File: src/rtl/fsd_pkg.sv
package fsd_pkg;
   typedef enum logic {
      RATE_LO = 1'b0,
      RATE_HI = 1'b1
   } rate_e;

   localparam int NUM_SEQ = 2;
   localparam int SEQ_VID = 0;
   localparam int SEQ_AUD = 1;
endpackage

File: src/rtl/fsd_ctl.sv
module fsd_ctl
   import fsd_pkg::*;
#(
   parameter int FRAMES_LO = 5,
   parameter int FRAMES_HI = 10,
   parameter int CW        = 4
) (
   input  logic                clk,
   input  logic                rst,
   input  logic                hs_lead_i,
   input  logic                line1_i,
   input  logic                rate_sel_i,
   input  logic                fid_i,
   input  logic                aud_couple_i,
   output logic                step_o,
   output logic [NUM_SEQ-1:0]  clr_o,
   output logic [CW-1:0]       last_o,
   output logic                phase_o
);
   localparam logic [CW-1:0] LAST_LO = CW'(FRAMES_LO - 1);
   localparam logic [CW-1:0] LAST_HI = CW'(FRAMES_HI - 1);

   rate_e rate_q;
   logic  boundary;
   logic  rate_chg;

   assign boundary = hs_lead_i & line1_i;
   assign rate_chg = boundary & (rate_e'(rate_sel_i) != rate_q);

   always_ff @(posedge clk) begin
      if (rst) begin
         rate_q  <= RATE_LO;
         phase_o <= 1'b0;
      end else begin
         phase_o <= boundary & fid_i;
         if (boundary) rate_q <= rate_e'(rate_sel_i);
      end
   end

   assign step_o         = boundary;
   assign clr_o[SEQ_VID] = boundary & (rate_chg | fid_i);
   assign clr_o[SEQ_AUD] = boundary & (rate_chg | (fid_i & aud_couple_i));
   assign last_o         = (rate_q == RATE_HI) ? LAST_HI : LAST_LO;

   assert_rate_held_R9 : assert property (@(posedge clk) disable iff (rst)
      !boundary |=> $stable(rate_q));
   assert_phase_needs_line1_R7 : assert property (@(posedge clk) disable iff (rst)
      !line1_i |=> !phase_o);
endmodule

File: src/rtl/fsd_seq_ctr.sv
module fsd_seq_ctr #(
   parameter int CW = 4
) (
   input  logic          clk,
   input  logic          rst,
   input  logic          step_i,
   input  logic          clr_i,
   input  logic [CW-1:0] last_i,
   output logic [CW-1:0] cnt_o,
   output logic          first_o
);
   logic [CW-1:0] nxt;

   always_comb begin
      if (clr_i || cnt_o >= last_i) nxt = '0;
      else                          nxt = cnt_o + 1'b1;
   end

   always_ff @(posedge clk) begin
      if (rst) begin
         cnt_o   <= '0;
         first_o <= 1'b0;
      end else begin
         first_o <= step_i && (nxt == '0);
         if (step_i) cnt_o <= nxt;
      end
   end

   assert_in_range_R3 : assert property (@(posedge clk) disable iff (rst)
      cnt_o <= last_i);
   assert_hold_off_boundary_R2 : assert property (@(posedge clk) disable iff (rst)
      !step_i |=> $stable(cnt_o) && !first_o);
   assert_first_at_zero_R4 : assert property (@(posedge clk) disable iff (rst)
      first_o |-> cnt_o == '0);
endmodule

File: src/rtl/frame_seq_divider.sv
module frame_seq_divider
   import fsd_pkg::*;
#(
   parameter int FRAMES_LO = 5,
   parameter int FRAMES_HI = 10,
   parameter int CW        = $clog2(FRAMES_HI)
) (
   input  logic          clk,
   input  logic          rst,
   input  logic          hs_lead_i,
   input  logic          line1_i,
   input  logic          rate_sel_i,
   input  logic          fid_i,
   input  logic          aud_couple_i,
   output logic          marker_o,
   output logic [CW-1:0] aud_seq_o,
   output logic          aud_start_o,
   output logic          aud_phase_rst_o
);
   if (FRAMES_LO < 2) begin : g_chk_lo
      $error("FRAMES_LO must be at least 2");
   end
   if (FRAMES_HI <= FRAMES_LO) begin : g_chk_hi
      $error("FRAMES_HI must exceed FRAMES_LO");
   end
   if ((1 << CW) < FRAMES_HI) begin : g_chk_cw
      $error("CW too narrow for FRAMES_HI");
   end

   logic               step;
   logic [NUM_SEQ-1:0] clr;
   logic [CW-1:0]      last;
   logic [CW-1:0]      cnt   [NUM_SEQ];
   logic [NUM_SEQ-1:0] first;

   fsd_ctl #(
      .FRAMES_LO(FRAMES_LO),
      .FRAMES_HI(FRAMES_HI),
      .CW       (CW)
   ) u_ctl (
      .clk         (clk),
      .rst         (rst),
      .hs_lead_i   (hs_lead_i),
      .line1_i     (line1_i),
      .rate_sel_i  (rate_sel_i),
      .fid_i       (fid_i),
      .aud_couple_i(aud_couple_i),
      .step_o      (step),
      .clr_o       (clr),
      .last_o      (last),
      .phase_o     (aud_phase_rst_o)
   );

   for (genvar g = 0; g < NUM_SEQ; g++) begin : g_seq
      fsd_seq_ctr #(.CW(CW)) u_ctr (
         .clk    (clk),
         .rst    (rst),
         .step_i (step),
         .clr_i  (clr[g]),
         .last_i (last),
         .cnt_o  (cnt[g]),
         .first_o(first[g])
      );
   end

   assign marker_o    = first[SEQ_VID];
   assign aud_start_o = first[SEQ_AUD];
   assign aud_seq_o   = cnt[SEQ_AUD];

   assert_fid_marker_R5 : assert property (@(posedge clk) disable iff (rst)
      (hs_lead_i && line1_i && fid_i) |=> marker_o);
   assert_aud_realign_R6 : assert property (@(posedge clk) disable iff (rst)
      (hs_lead_i && line1_i && fid_i && aud_couple_i) |=> (aud_start_o && aud_seq_o == '0));
   assert_phase_strobe_R7 : assert property (@(posedge clk) disable iff (rst)
      (hs_lead_i && line1_i && fid_i) |=> aud_phase_rst_o);
   assert_no_stray_fid_R10 : assert property (@(posedge clk) disable iff (rst)
      !(hs_lead_i && line1_i) |=> !aud_phase_rst_o && !marker_o);
endmodule

File: config.mk
export PLATFORM = sky130hd
export DESIGN_NAME = frame_seq_divider
export DESIGN_NICKNAME = d
export VERILOG_FILES = /design/src/rtl/fsd_pkg.sv /design/src/rtl/fsd_ctl.sv /design/src/rtl/fsd_seq_ctr.sv /design/src/rtl/frame_seq_divider.sv
export SDC_FILE = /design/constraint.sdc
export NUM_CORES = 1
export LEC_CHECK = 0
export BUFFER_PORTS_ARGS = -buffer_cell sky130_fd_sc_hd__clkbuf_2
export CORE_MARGIN = 3
export CORE_UTILIZATION = 39
export DETAILED_ROUTE_END_ITERATION = 10
export REMOVE_ABC_BUFFERS = 1
export SLEW_MARGIN = 0
export SYNTH_ARGS = -nofsm -noshare
export SYNTH_HDL_FRONTEND = slang
export SYNTH_HIERARCHICAL = 1
export SYNTH_SLANG_ARGS = --single-unit
File: constraint.sdc
create_clock -name clk -period 3.55 [get_ports clk]
set_input_delay 0.355 -clock clk [delete_from_list [all_inputs] [get_ports clk]]
set_output_delay 0.355 -clock clk [all_outputs]
set_load 0.05 [all_outputs]
# Word level (Yosys, flattened, before mapping)
# Cells that the tools add are included.
[word_totals]
out_inout_bits = 7
memories = 0
latch_bits = 0
rom_bits = 0
reg_bits = 12
mem_bits_rw = 0
[op_classes]
n_reduce_logical = 6
n_bitwise = 8
magnitude_cmp = 2
eq_ne = 1
mux = 3
shifts = 0
add_sub_neg = 2
n_div = 0
n_mul = 0
[ops]
columns = ["operator", "count"]
rows = [
  ["2-to-1 mux 4 bit", 3],
  ["adder 4 x 1 -> 4 bit (second input constant)", 2],
  ["greater-or-equal comparator 4 bit", 2],
  ["logical NOT 4 bit", 2],
  ["AND 1 bit", 6],
  ["logical AND 1 bit", 2],
  ["logical OR 1 bit", 2],
  ["OR 1 bit", 2],
  ["!= test 1 bit", 1],
]

# Depth between registers and ports, before layout
# Gate-level depths: netlist (run 1).
[logic_depth]
ltp_word = 8
depth_mapped = 7
depth_no_buf = 7

# Modules after synthesis
# Netlist (run 1), hierarchy kept.
[by_module_without_submodules]
columns = ["mod", "cells_each", "area_each_um2", "n_inst"]
rows = [
  ["fsd_seq_ctr", 44, 377.9, 2],
  ["fsd_ctl", 18, 132.6, 1],
]

# Worst setup path before layout (run 1)
# OpenSTA, ideal clock, no wires.
[synth_timing]
path_type = "register -> register"
from = "register g_seq[1].u_ctr.cnt_o[2]"
to = "register g_seq[1].u_ctr.first_o"
stages_incl_launch_ff = 6
t_arrival_ps = 1901
n_path_buf = 0
setup_ps = 116
setup_slack_ps = 1534
path_cell_list = "dfxtp_1 -> ha_1 -> or2_2 -> a211oi_2 -> o32a_1 -> nor3b_1"
[synth_via]
elab_chain_len = 5
[synth_lines]
columns = ["element", "line_no", "source"]
rows = [
  ["start, declared", "fsd_seq_ctr.sv:9", "output logic [CW-1:0] cnt_o,"],
  ["start signal, assigned", "fsd_seq_ctr.sv:25", "if (step_i) cnt_o <= nxt;"],
  ["greater-or-equal comparator 4 bit", "fsd_seq_ctr.sv:15", "if (clr_i || cnt_o >= last_i) nxt = '0;"],
  ["logical OR 1 bit", "fsd_seq_ctr.sv:15", ""],
  ["2-to-1 mux 4 bit (*)", "fsd_seq_ctr.sv:15", ""],
  ["logical NOT 4 bit (*)", "fsd_seq_ctr.sv:24", "first_o <= step_i && (nxt == '0);"],
  ["logical AND 1 bit (*)", "fsd_seq_ctr.sv:24", ""],
  ["end signal, assigned", "fsd_seq_ctr.sv:24", ""],
  ["end, declared", "fsd_seq_ctr.sv:10", "output logic first_o"],
]
# Every way passes the cells marked *; elsewhere a longest branch is shown, timed or not.
# A chain may end at the register's enable or synchronous reset.

# Worst setup path after layout (run 1)
[layout_timing]
from = "register u_ctl.rate_q"
to = "register g_seq[1].u_ctr.first_o"
[layout_lines]
columns = ["element", "line_no", "source"]
rows = [
  ["start, declared", "fsd_ctl.sv:23", "rate_e rate_q;"],
  ["start signal, assigned", "fsd_ctl.sv:36", "if (boundary) rate_q <= rate_e'(rate_sel_i);"],
  ["2-to-1 mux 4 bit", "fsd_ctl.sv:43", "assign last_o = (rate_q == RATE_HI) ? LAST_HI : LAST_LO;"],
  ["net last[2]", "frame_seq_divider.sv:32", "logic [CW-1:0] last;"],
  ["greater-or-equal comparator 4 bit", "fsd_seq_ctr.sv:15", ""],
  ["logical OR 1 bit", "fsd_seq_ctr.sv:15", ""],
  ["2-to-1 mux 4 bit", "fsd_seq_ctr.sv:15", ""],
  ["logical NOT 4 bit", "fsd_seq_ctr.sv:24", ""],
  ["logical AND 1 bit", "fsd_seq_ctr.sv:24", ""],
]
# The timed path passes the listed nets, and every way through them passes these cells.

==> results of run 1 <==
-- final timing paths --
kind / startpoint / end / slack (ps) / cells after the start
max: u_ctl/rate_q / g_seq[1].u_ctr/first_o / 1580 / 7
min: fid_i / u_ctl/phase_o / 330 / 3
max reg2reg: u_ctl/rate_q / g_seq[1].u_ctr/first_o / 1580 / 7
min reg2reg: g_seq[0].u_ctr/cnt_o[0] / g_seq[0].u_ctr/cnt_o[0] / 510 / 2
-- area by class of cell --
cell class                      instances  area, um2
Sequential cell                        12        240
Tap cell                               27       33.8
Multi-Input combinational cell         78        577
Timing Repair Buffer                   13       65.1
Clock buffer                            3       22.5
Inverter                               13       48.8
Fill cell                             207       1070
-- metal layers --
metal	wire, um	global-route usage [%]	vias up	part of all wire, %
li1	-	-	406	-
met1	974	19.3	340	55
met2	697	19.6	15	40
met3	74	3.32	2	4.2
met4	10	7.66	0	0.57
met5	0	0	-	0
-- cell usage after synthesis, drive strengths merged --
cell | instances | share of area [%]
inv | 13 | 5.5
dfxtp | 12 | 27
ha | 10 | 14
a21oi | 9 | 6.3
nand2b | 8 | 5.6
o21ai | 8 | 4.5
a31oi | 4 | 2.8
nand2 | 4 | 1.7
nor3b | 4 | 3.4
o211ai | 4 | 3.4
buf | 3 | 2.5
nand3 | 3 | 1.7
nor3 | 3 | 1.7
xnor2 | 3 | 3.0
a211oi | 2 | 2.8
nor2 | 2 | 0.85
nor2b | 2 | 1.4
nor4b | 2 | 2.0
o311ai | 2 | 2.0
o32a | 2 | 2.3
or2 | 2 | 1.4
or4 | 2 | 2.5
a21bo | 1 | 1.1
conb | 1 | 0.42
-- power groups by stage --
stage / logic, mW / clock network (mW) / registers, mW
final: 0.0622 / 0.0851 / 0.143
after CTS: 0.0623 / 0.0897 / 0.143
after global placement: 0.0608 / 0 / 0.146
after global routing: 0.0691 / 0.0961 / 0.144
after floorplan: 0.0370 / 0 / 0.153
after detailed placement: 0.0620 / 0 / 0.146
-- state kept, by name, summed over array words and instances, names as in the netlist --
register,cells
u_ctl/rate_q,1
g_seq.u_ctr/cnt_o,8
u_ctl/phase_o,1
g_seq.u_ctr/first_o,2
-- worst register-to-register path: cells and delay by family, from the launching register on --
kind	cells	cell delay, ps
and+or+nand+nor	2	330
AOI/OAI and AO/OA	2	690
DFF	1	460
adders and majority gates	1	220
buffers and inverters	2	160
-- cell families after synthesis --
group,count (synthesis),synth area share (%)
AOI/OAI and AO/OA,32,25.2
and+or+nand+nor,32,22.3
buffers and inverters,16,8.03
DFF,12,27.0
adders and majority gates,10,14.1
xor gates and xnor gates,3,2.96
other,1,0.422
-- per-stage QoR --
stage | power, mW | hold slack (ps)
2_1_floorplan | 0.191 | 417
3_3_place_gp | 0.207 | 502
3_5_place_dp | 0.208 | 505
4_1_cts | 0.295 | 311
5_1_grt | 0.309 | 324
6_report | 0.290 | 326
==> impl_metrics.env, run 1 <==
export IMPL_synth_area_um2=888
export IMPL_p_leak_nw=0.410
export IMPL_clock_sinks=12
export IMPL_first_iter_violations=4
export IMPL_worst_setup_path_type="reg -> reg"
export IMPL_rsz0062_at_grt="false"
export IMPL_fin_util_pct=47.9
export IMPL_holdBufCountCts=0
export IMPL_fin_ws_ps=1580
export IMPL_worstPathBufferInverterCount=2
export IMPL_ys_seq_area_share_pct=27.0
export IMPL_area_growth_pct=11.1
export IMPL_core_area_um2=2060
export IMPL_cts_tree="built"
export IMPL_dp_cells=143
export IMPL_crit_chain="inv_1 > inv_1 > ha_1 > or2_2 > a211oi_2 > o32a_1 > nor3b_1"
export IMPL_mostFrequentLayoutCells="inv_1 (13), clkbuf_2 (13), dfxtp_1 (12), ha_1 (10)"
export IMPL_cts_buffer_depth=2
export IMPL_cts_buffers=3
export IMPL_rows=16
export IMPL_slowest_stage="dfxtp_1"
export IMPL_grt_first_pass_wirelength_mm=2.86
export IMPL_routed_wl_mm=1.76
export IMPL_power_frac_comb_pct=21.4
export IMPL_drtPass1Iterations=4
export IMPL_fp_dieH_um=53.7
export IMPL_arrival_ps=2120
export IMPL_critPathTopFamily="compound AO/OA/AOI/OAI gates"
export IMPL_power_frac_seq_pct=49.3
export IMPL_min_period_ps=1970
export IMPL_start_util_pct=43.1
export IMPL_drc_errors=0
export IMPL_ant_nets=0
export IMPL_max_freq_mhz=506
export IMPL_ys_types=25
export IMPL_cellInternalPower_mw=0.202
export IMPL_grt_use_total_pct=13.9
export IMPL_swShare_pct=30.5
export IMPL_grt_overflow_total=0
export IMPL_synthCells=106
export IMPL_maxCapViolCount=0
export IMPL_grt_pass1_vias=631
export IMPL_die_area_um2=2890
export IMPL_viasPerCell=5.23
export IMPL_fin_nets=138
export IMPL_finalClockSkew_ps=2.69
export IMPL_endpoint_kind="flip-flop"
export IMPL_required_ps=3700
export IMPL_p_per_area_nw_per_um2=294
export IMPL_hold_viol_final=0
export IMPL_pin_count=14
export IMPL_maxSlewViolCount=0
export IMPL_antenna_found_initial=0
export IMPL_gp_congestion=0.734
export IMPL_insertion_delay_ps=270
export IMPL_ir_drop_mv=0.173
export IMPL_setup_viol_count_final=0
export IMPL_path_clk_slew_ps=80
export IMPL_startpoint_type="flip-flop"
export IMPL_final_cells=146
export IMPL_cts_max_level=1
export IMPL_grt_max_degree=19
export IMPL_cts_root_buf="clkbuf_4"
export IMPL_wire_per_inst_um=12.0
export IMPL_fin_crit_sh_pct=55.6
export IMPL_yosys_warnings=6
export IMPL_antenna_cells=0
export IMPL_fp_dieW_um=53.7
export IMPL_io_buffers=13
export IMPL_hp_class="in -> reg"
export IMPL_placed_area_um2=965
export IMPL_yosys_register_bits=12
export IMPL_fin_tns_setup_ps=0
export IMPL_drive_gt1_share_pct=21.0
export IMPL_dp_hpwl_mm=1.30
export IMPL_dp_slack_ps=1600
export IMPL_p_clk_share_pct=29.3
export IMPL_path_common_cell="inv_1"
export IMPL_p_sw_mw=0.0885
export IMPL_cts_resized=0
export IMPL_post_cts_repair_setup_buffers=0
export IMPL_max_stage_delay_ps=460
export IMPL_vias=763
export IMPL_cp_max_fo=7
export IMPL_status="completed"
export IMPL_design_area_um2=987
export IMPL_syn_avg_cell_area_um2=8.38
Power figures use the tool's default switching activity.
==> run 2: changes to the inputs <==
- ABC_AREA: not set -> 1
- clock period: 3.55 -> 2 ns (I/O delays scaled with it)
==> run 2 against run 1 <==
Non-clock buffer count unchanged. Utilization up 0.44 points. First-iteration DRC count rose to 3.3 times the previous value. Cell count up 11%. Hold slack worse by 190 ps. Combinational power rose to 2.9 times the previous value. Register-to-register slack worse by 1000 ps. Worst setup slack worse by 1000 ps. Largest cell class unchanged. Highest routed layer unchanged.
==> impl_metrics.env, run 2 <==
export IMPL_ir_drop_mv=0.337
export IMPL_ys_types=20
export IMPL_top_register="g_seq.u_ctr/cnt_o"
export IMPL_fp_dieH_um=54.1
export IMPL_synthFlopType="dfxtp_1"
export IMPL_routed_wl_mm=1.67
export IMPL_grt_first_pass_wirelength_mm=2.89
export IMPL_maxSlewViolCount=0
export IMPL_hp_class="in -> reg"
export IMPL_die_area_um2=2930
export IMPL_vias=752
export IMPL_synthTopCellsByCount="inv_1 (23), nand2_1 (20), dfxtp_1 (12)"
export IMPL_required_ps=2180
export IMPL_final_cells=162
export IMPL_mostFrequentLayoutCells="inv_1 (23), nand2_1 (20), clkbuf_2 (13), dfxtp_1 (12), ha_1 (10)"
export IMPL_worst_setup_path_type="reg -> reg"
export IMPL_rows=16
export IMPL_synthMostInstantiatedCell="inv_1"
export IMPL_whs_ps=141
export IMPL_gp_congestion=0.728
export IMPL_grt_use_total_pct=13.9
export IMPL_finalClockSkew_ps=2.73
export IMPL_area_growth_pct=11.4
export IMPL_fin_crit_sh_pct=72.9
export IMPL_ant_nets=0
export IMPL_fin_tns_setup_ps=0
export IMPL_antenna_found_initial=0
export IMPL_wire_per_inst_um=10.3
export IMPL_cts_root_buf="clkbuf_4"
export IMPL_fp_dieW_um=54.1
export IMPL_setup_viol_count_final=0
export IMPL_viasPerCell=4.64
export IMPL_cts_buffer_depth=2
export IMPL_hold_viol_final=0
export IMPL_fill_cells=226
export IMPL_yosys_register_bits=12
export IMPL_post_cts_repair_setup_buffers=0
export IMPL_p_per_area_nw_per_um2=649
export IMPL_rsz0062_at_grt="false"
export IMPL_core_area_um2=2080
export IMPL_dp_hpwl_mm=1.29
export IMPL_status="completed"
export IMPL_ys_async_sr_fraction_pct=0
export IMPL_cts_buffers=3
export IMPL_yosys_warnings=6
export IMPL_p_leak_nw=0.563
export IMPL_arrival_ps=1640
export IMPL_max_freq_mhz=686
export IMPL_start_util_pct=43.4
export IMPL_startpoint_type="flip-flop"
export IMPL_final_common_cell="inv_1"
export IMPL_maxCapViolCount=0
export IMPL_ys_seq_area_share_pct=26.6
export IMPL_netlist_top_cells_area="dfxtp_1 (27%), ha_1 (14%), nand3_2 (10%), inv_1 (9.6%), nand2_1 (8.3%)"
export IMPL_dp_cells=158
export IMPL_endpoint_kind="flip-flop"
export IMPL_synthCells=123
export IMPL_cts_resized=0
export IMPL_drive_gt1_share_pct=29.6
export IMPL_largestRegisters="g_seq.u_ctr/cnt_o (8), g_seq.u_ctr/first_o (2)"
export IMPL_cp_max_fo=6
export IMPL_drc_errors=0
export IMPL_path_clk_slew_ps=80
export IMPL_drtPass1Iterations=4
export IMPL_antenna_cells=0
export IMPL_fin_nets=153
export IMPL_synth_edf_count=0
export IMPL_syn_avg_cell_area_um2=7.34
export IMPL_clock_sinks=12
export IMPL_synth_area_um2=903
export IMPL_cts_tree="built"
export IMPL_grt_max_degree=22
export IMPL_first_iter_violations=13
export IMPL_holdBufCountCts=0
export IMPL_largest_reg_flops=8
export IMPL_synth_top_area_share_pct=26.6
export IMPL_cts_max_level=1
export IMPL_yosys_area_top_type="dfxtp_1"
export IMPL_io_buffers=13
export IMPL_grt_overflow_total=0
export IMPL_insertion_delay_ps=280
export IMPL_min_period_ps=1460
export IMPL_grt_pass1_vias=670
export IMPL_pin_count=14
==> run 2: changes by cell type after synthesis, moves of 3 or more <==
cell,previous run,this run
xnor2_1,3,0
nand3_2,0,9
o211ai_1,4,0
nor2_1,2,6
nor3_1,3,0
nand2_1,4,20
inv_1,13,23
nand2b_1,8,0
nor3b_1,4,0
nand3_1,3,7
a31oi_1,4,0
nand2_2,0,4
==> run 2: routing by layer <==
metal	routed length (um)	part of all wire [%]	GRT usage, %	up-vias
met4	28	1.7	7.47	0
met1	855	51	18.5	327
li1	-	-	-	409
met5	0	0	0	-
met2	714	43	20.3	12
met3	73	4.4	3.60	4
==> run 2: final timing paths <==
kind | slack, ps | start | cells past startpoint | end
worst max-delay path | 540 | g_seq[1].u_ctr/cnt_o[0] | 10 | g_seq[1].u_ctr/first_o
worst min register to register | 590 | g_seq[0].u_ctr/cnt_o[1] | 2 | g_seq[0].u_ctr/cnt_o[1]
worst max register to register | 540 | g_seq[1].u_ctr/cnt_o[0] | 10 | g_seq[1].u_ctr/first_o
worst min-delay path | 140 | rst | 2 | u_ctl/phase_o
==> run 2: worst max-delay path, cell delays in order, from the launching register on <==
cell and delay [ps]:
dfxtp_1 440, inv_1 110, ha_1 270, inv_1 60
nand2_1 50, nand2_1 60, nand2_2 60, nand2_4 80
nand3_2 110, nand3_1 90, nor2_1 40
==> run 2: kinds of logic after synthesis <==
| group | count (synthesis) | share of synthesized area (%) |
|---|---|---|
| fa+ha+maj | 10 | 13.9 |
| xor+xnor | 2 | 1.94 |
| flops | 12 | 26.6 |
| simple gates | 51 | 32.0 |
| buf+inv | 31 | 14.7 |
| other cells | 1 | 0.415 |
| compound gates | 16 | 10.5 |
==> run 2: metrics by stage <==
step	worst slack, ps	util [%]	power (mW)	instance area [um2]
CTS	539	48.3	0.662	1010
floorplan	325	-	0.419	871
global route	397	48.3	0.700	1010
finish	541	48.3	0.653	1010
detailed placement	554	46.6	0.459	970
global placement	560	46.6	0.456	970
==> run 2: power breakdown <==
group | internal [mW] | total [mW] | switching [mW]
logic | 0.0609 | 0.183 | 0.122
clock network | 0.111 | 0.198 | 0.0877
registers | 0.253 | 0.272 | 0.0184
total | 0.425 | 0.653 | 0.228
==> run 2: layout make-up <==
type | count | area, um2 | area share, %
inverter | 26 | 100 | 9.95
sequential | 12 | 240 | 23.9
multi-input combinational | 80 | 531 | 52.7
timing repair buffer | 13 | 65.1 | 6.47
clock buffer | 4 | 36.3 | 3.61
tap | 27 | 33.8 | 3.36
==> run 3: changes to the inputs <==
- clock period: 2 -> 1.25 ns (I/O delays scaled with it)
==> run 3 against run 2 <==
Die area unchanged. Register-to-register slack got worse by 590 ps. Final area increased by 25%. Global-route usage up 2.4 points. Worst setup slack worse by 590 ps. Combinational power rose by 140%. Non-clock buffer count rose by 11. Critical path depth down 2. Critical path type unchanged. The flow now finishes with violations (setup timing). Largest cell class unchanged.
==> impl_metrics.env, run 3 (synthesized netlist as in run 2, its figures left out) <==
export IMPL_setup_viol_count_final=6
export IMPL_top_register="g_seq.u_ctr/cnt_o"
export IMPL_dp_hpwl_mm=1.38
export IMPL_cp_max_fo=6
export IMPL_cts_root_buf="clkbuf_4"
export IMPL_fin_util_pct=60.5
export IMPL_cts_buffer_depth=2
export IMPL_placed_area_um2=1040
export IMPL_arrival_ps=1510
export IMPL_largest_reg_flops=8
export IMPL_cts_max_level=1
export IMPL_io_buffers=13
export IMPL_grt_max_degree=14
export IMPL_p_clk_share_pct=21.2
export IMPL_violations="setup timing"
export IMPL_ir_drop_mv=0.590
export IMPL_clock_sinks=12
export IMPL_fin_crit_sh_pct=104
export IMPL_cts_tree="built"
export IMPL_cellInternalPower_mw=0.689
export IMPL_ant_nets=0
export IMPL_slowest_stage="dfxtp_4"
export IMPL_rows=16
export IMPL_cts_buffers=3
export IMPL_fin_tns_setup_ps=-169
export IMPL_maxSlewViolCount=0
export IMPL_maxCapViolCount=0
export IMPL_gp_congestion=0.795
export IMPL_required_ps=1460
export IMPL_start_util_pct=43.4
export IMPL_viasPerCell=4.81
export IMPL_power_frac_seq_pct=38.7
export IMPL_max_stage_delay_ps=420
export IMPL_mostFrequentLayoutCells="nand2_1 (16), inv_1 (12), clkbuf_2 (12), buf_4 (11), inv_2 (10)"
export IMPL_routed_wl_mm=1.91
export IMPL_max_freq_mhz=770
export IMPL_startpoint_type="flip-flop"
export IMPL_first_iter_violations=8
export IMPL_fin_nets=164
export IMPL_insertion_delay_ps=260
export IMPL_worstPathBufferInverterCount=2
export IMPL_drc_errors=0
export IMPL_vias=827
export IMPL_pin_count=14
export IMPL_rsz0062_at_grt="true"
export IMPL_fin_ws_ps=-48.8
export IMPL_p_per_area_nw_per_um2=883
export IMPL_status="finished, violations left"
export IMPL_whs_ps=80.5
export IMPL_fp_dieW_um=54.1
export IMPL_path_clk_slew_ps=70
export IMPL_largestRegisters="g_seq.u_ctr/cnt_o (8), g_seq.u_ctr/first_o (2)"
export IMPL_fin_total_pwr_mw=1.11
export IMPL_crit_chain="inv_2 > ha_4 > nand2_1 > nand2_2 > inv_4 > nand3_4 > nand3_2 > nor2_2"
export IMPL_drtPass1Iterations=4
export IMPL_worst_setup_path_type="reg -> reg"
export IMPL_dp_cells=168
export IMPL_die_area_um2=2930
export IMPL_hold_viol_final=0
export IMPL_fp_dieH_um=54.1
export IMPL_endpoint_kind="flip-flop"
export IMPL_swShare_pct=38.0
export IMPL_power_frac_comb_pct=40.1
export IMPL_grt_pass1_vias=775
export IMPL_antenna_cells=0
export IMPL_min_period_ps=1300
export IMPL_drive_gt1_share_pct=57.2
export IMPL_grt_use_total_pct=16.3
export IMPL_final_cells=172
export IMPL_dp_slack_ps=-147
export IMPL_design_area_um2=1260
export IMPL_p_leak_nw=0.613
export IMPL_p_sw_mw=0.423
export IMPL_wire_per_inst_um=11.1
export IMPL_core_area_um2=2080
export IMPL_grt_overflow_total=0
export IMPL_area_growth_pct=39.5
export IMPL_hp_class="in -> reg"
export IMPL_critPathTopFamily="simple AND/OR/NAND/NOR gates"
export IMPL_final_common_cell="nand2_1"
export IMPL_finalClockSkew_ps=0.606
export IMPL_antenna_found_initial=0
export IMPL_grt_first_pass_wirelength_mm=3.42
## run 3: cell types whose count changed in the layout (fill, tap and decap cells not counted), sizes merged
cell,previous run,this run
clkbuf,17,15
buf,0,12
## run 3: power by group through the flow
stage / Clock (mW) / Sequential (mW) / Combinational (mW)
after floorplan: 0 / 0.478 / 0.192
after global placement: 0 / 0.430 / 0.328
after detailed placement: 0 / 0.431 / 0.335
after CTS: 0.243 / 0.431 / 0.389
after global routing: 0.262 / 0.434 / 0.488
final: 0.236 / 0.431 / 0.446
## run 3: worst paths after layout
kind | from | end | slack, ps | cells after the start
hold reg to reg | g_seq[1].u_ctr/cnt_o[0] | g_seq[1].u_ctr/cnt_o[0] | 570 | 3
setup / recovery | u_ctl/rate_q | g_seq[1].u_ctr/first_o | -50 | 8
hold / removal | rst | u_ctl/phase_o | 80 | 2
setup reg to reg | u_ctl/rate_q | g_seq[1].u_ctr/first_o | -50 | 8
## run 3: final cells by class
class | count | area [um2]
Clock buffer | 3 | 22.5
Multi-Input combinational cell | 80 | 702
Inverter | 26 | 108
Fill cell | 177 | 822
Sequential cell | 12 | 246
Timing Repair Buffer | 24 | 148
Tap cell | 27 | 33.8
## run 3: routing by layer
metal	track usage [%]	share of wire, %
met3	3.88	3.6
met5	0	0
met2	23.9	46
met4	8.30	0.52
met1	21.9	50
## run 3: repair_timing
| item | 4_1_cts | 5_1_grt |
|---|---|---|
| pin swaps | 19 | 14 |
| setup buffers | 1 | 0 |
| endpoints found under the setup margin | 10 | 11 |
| hold buffers | 0 | 0 |
| gates resized for setup | 28 | 17 |
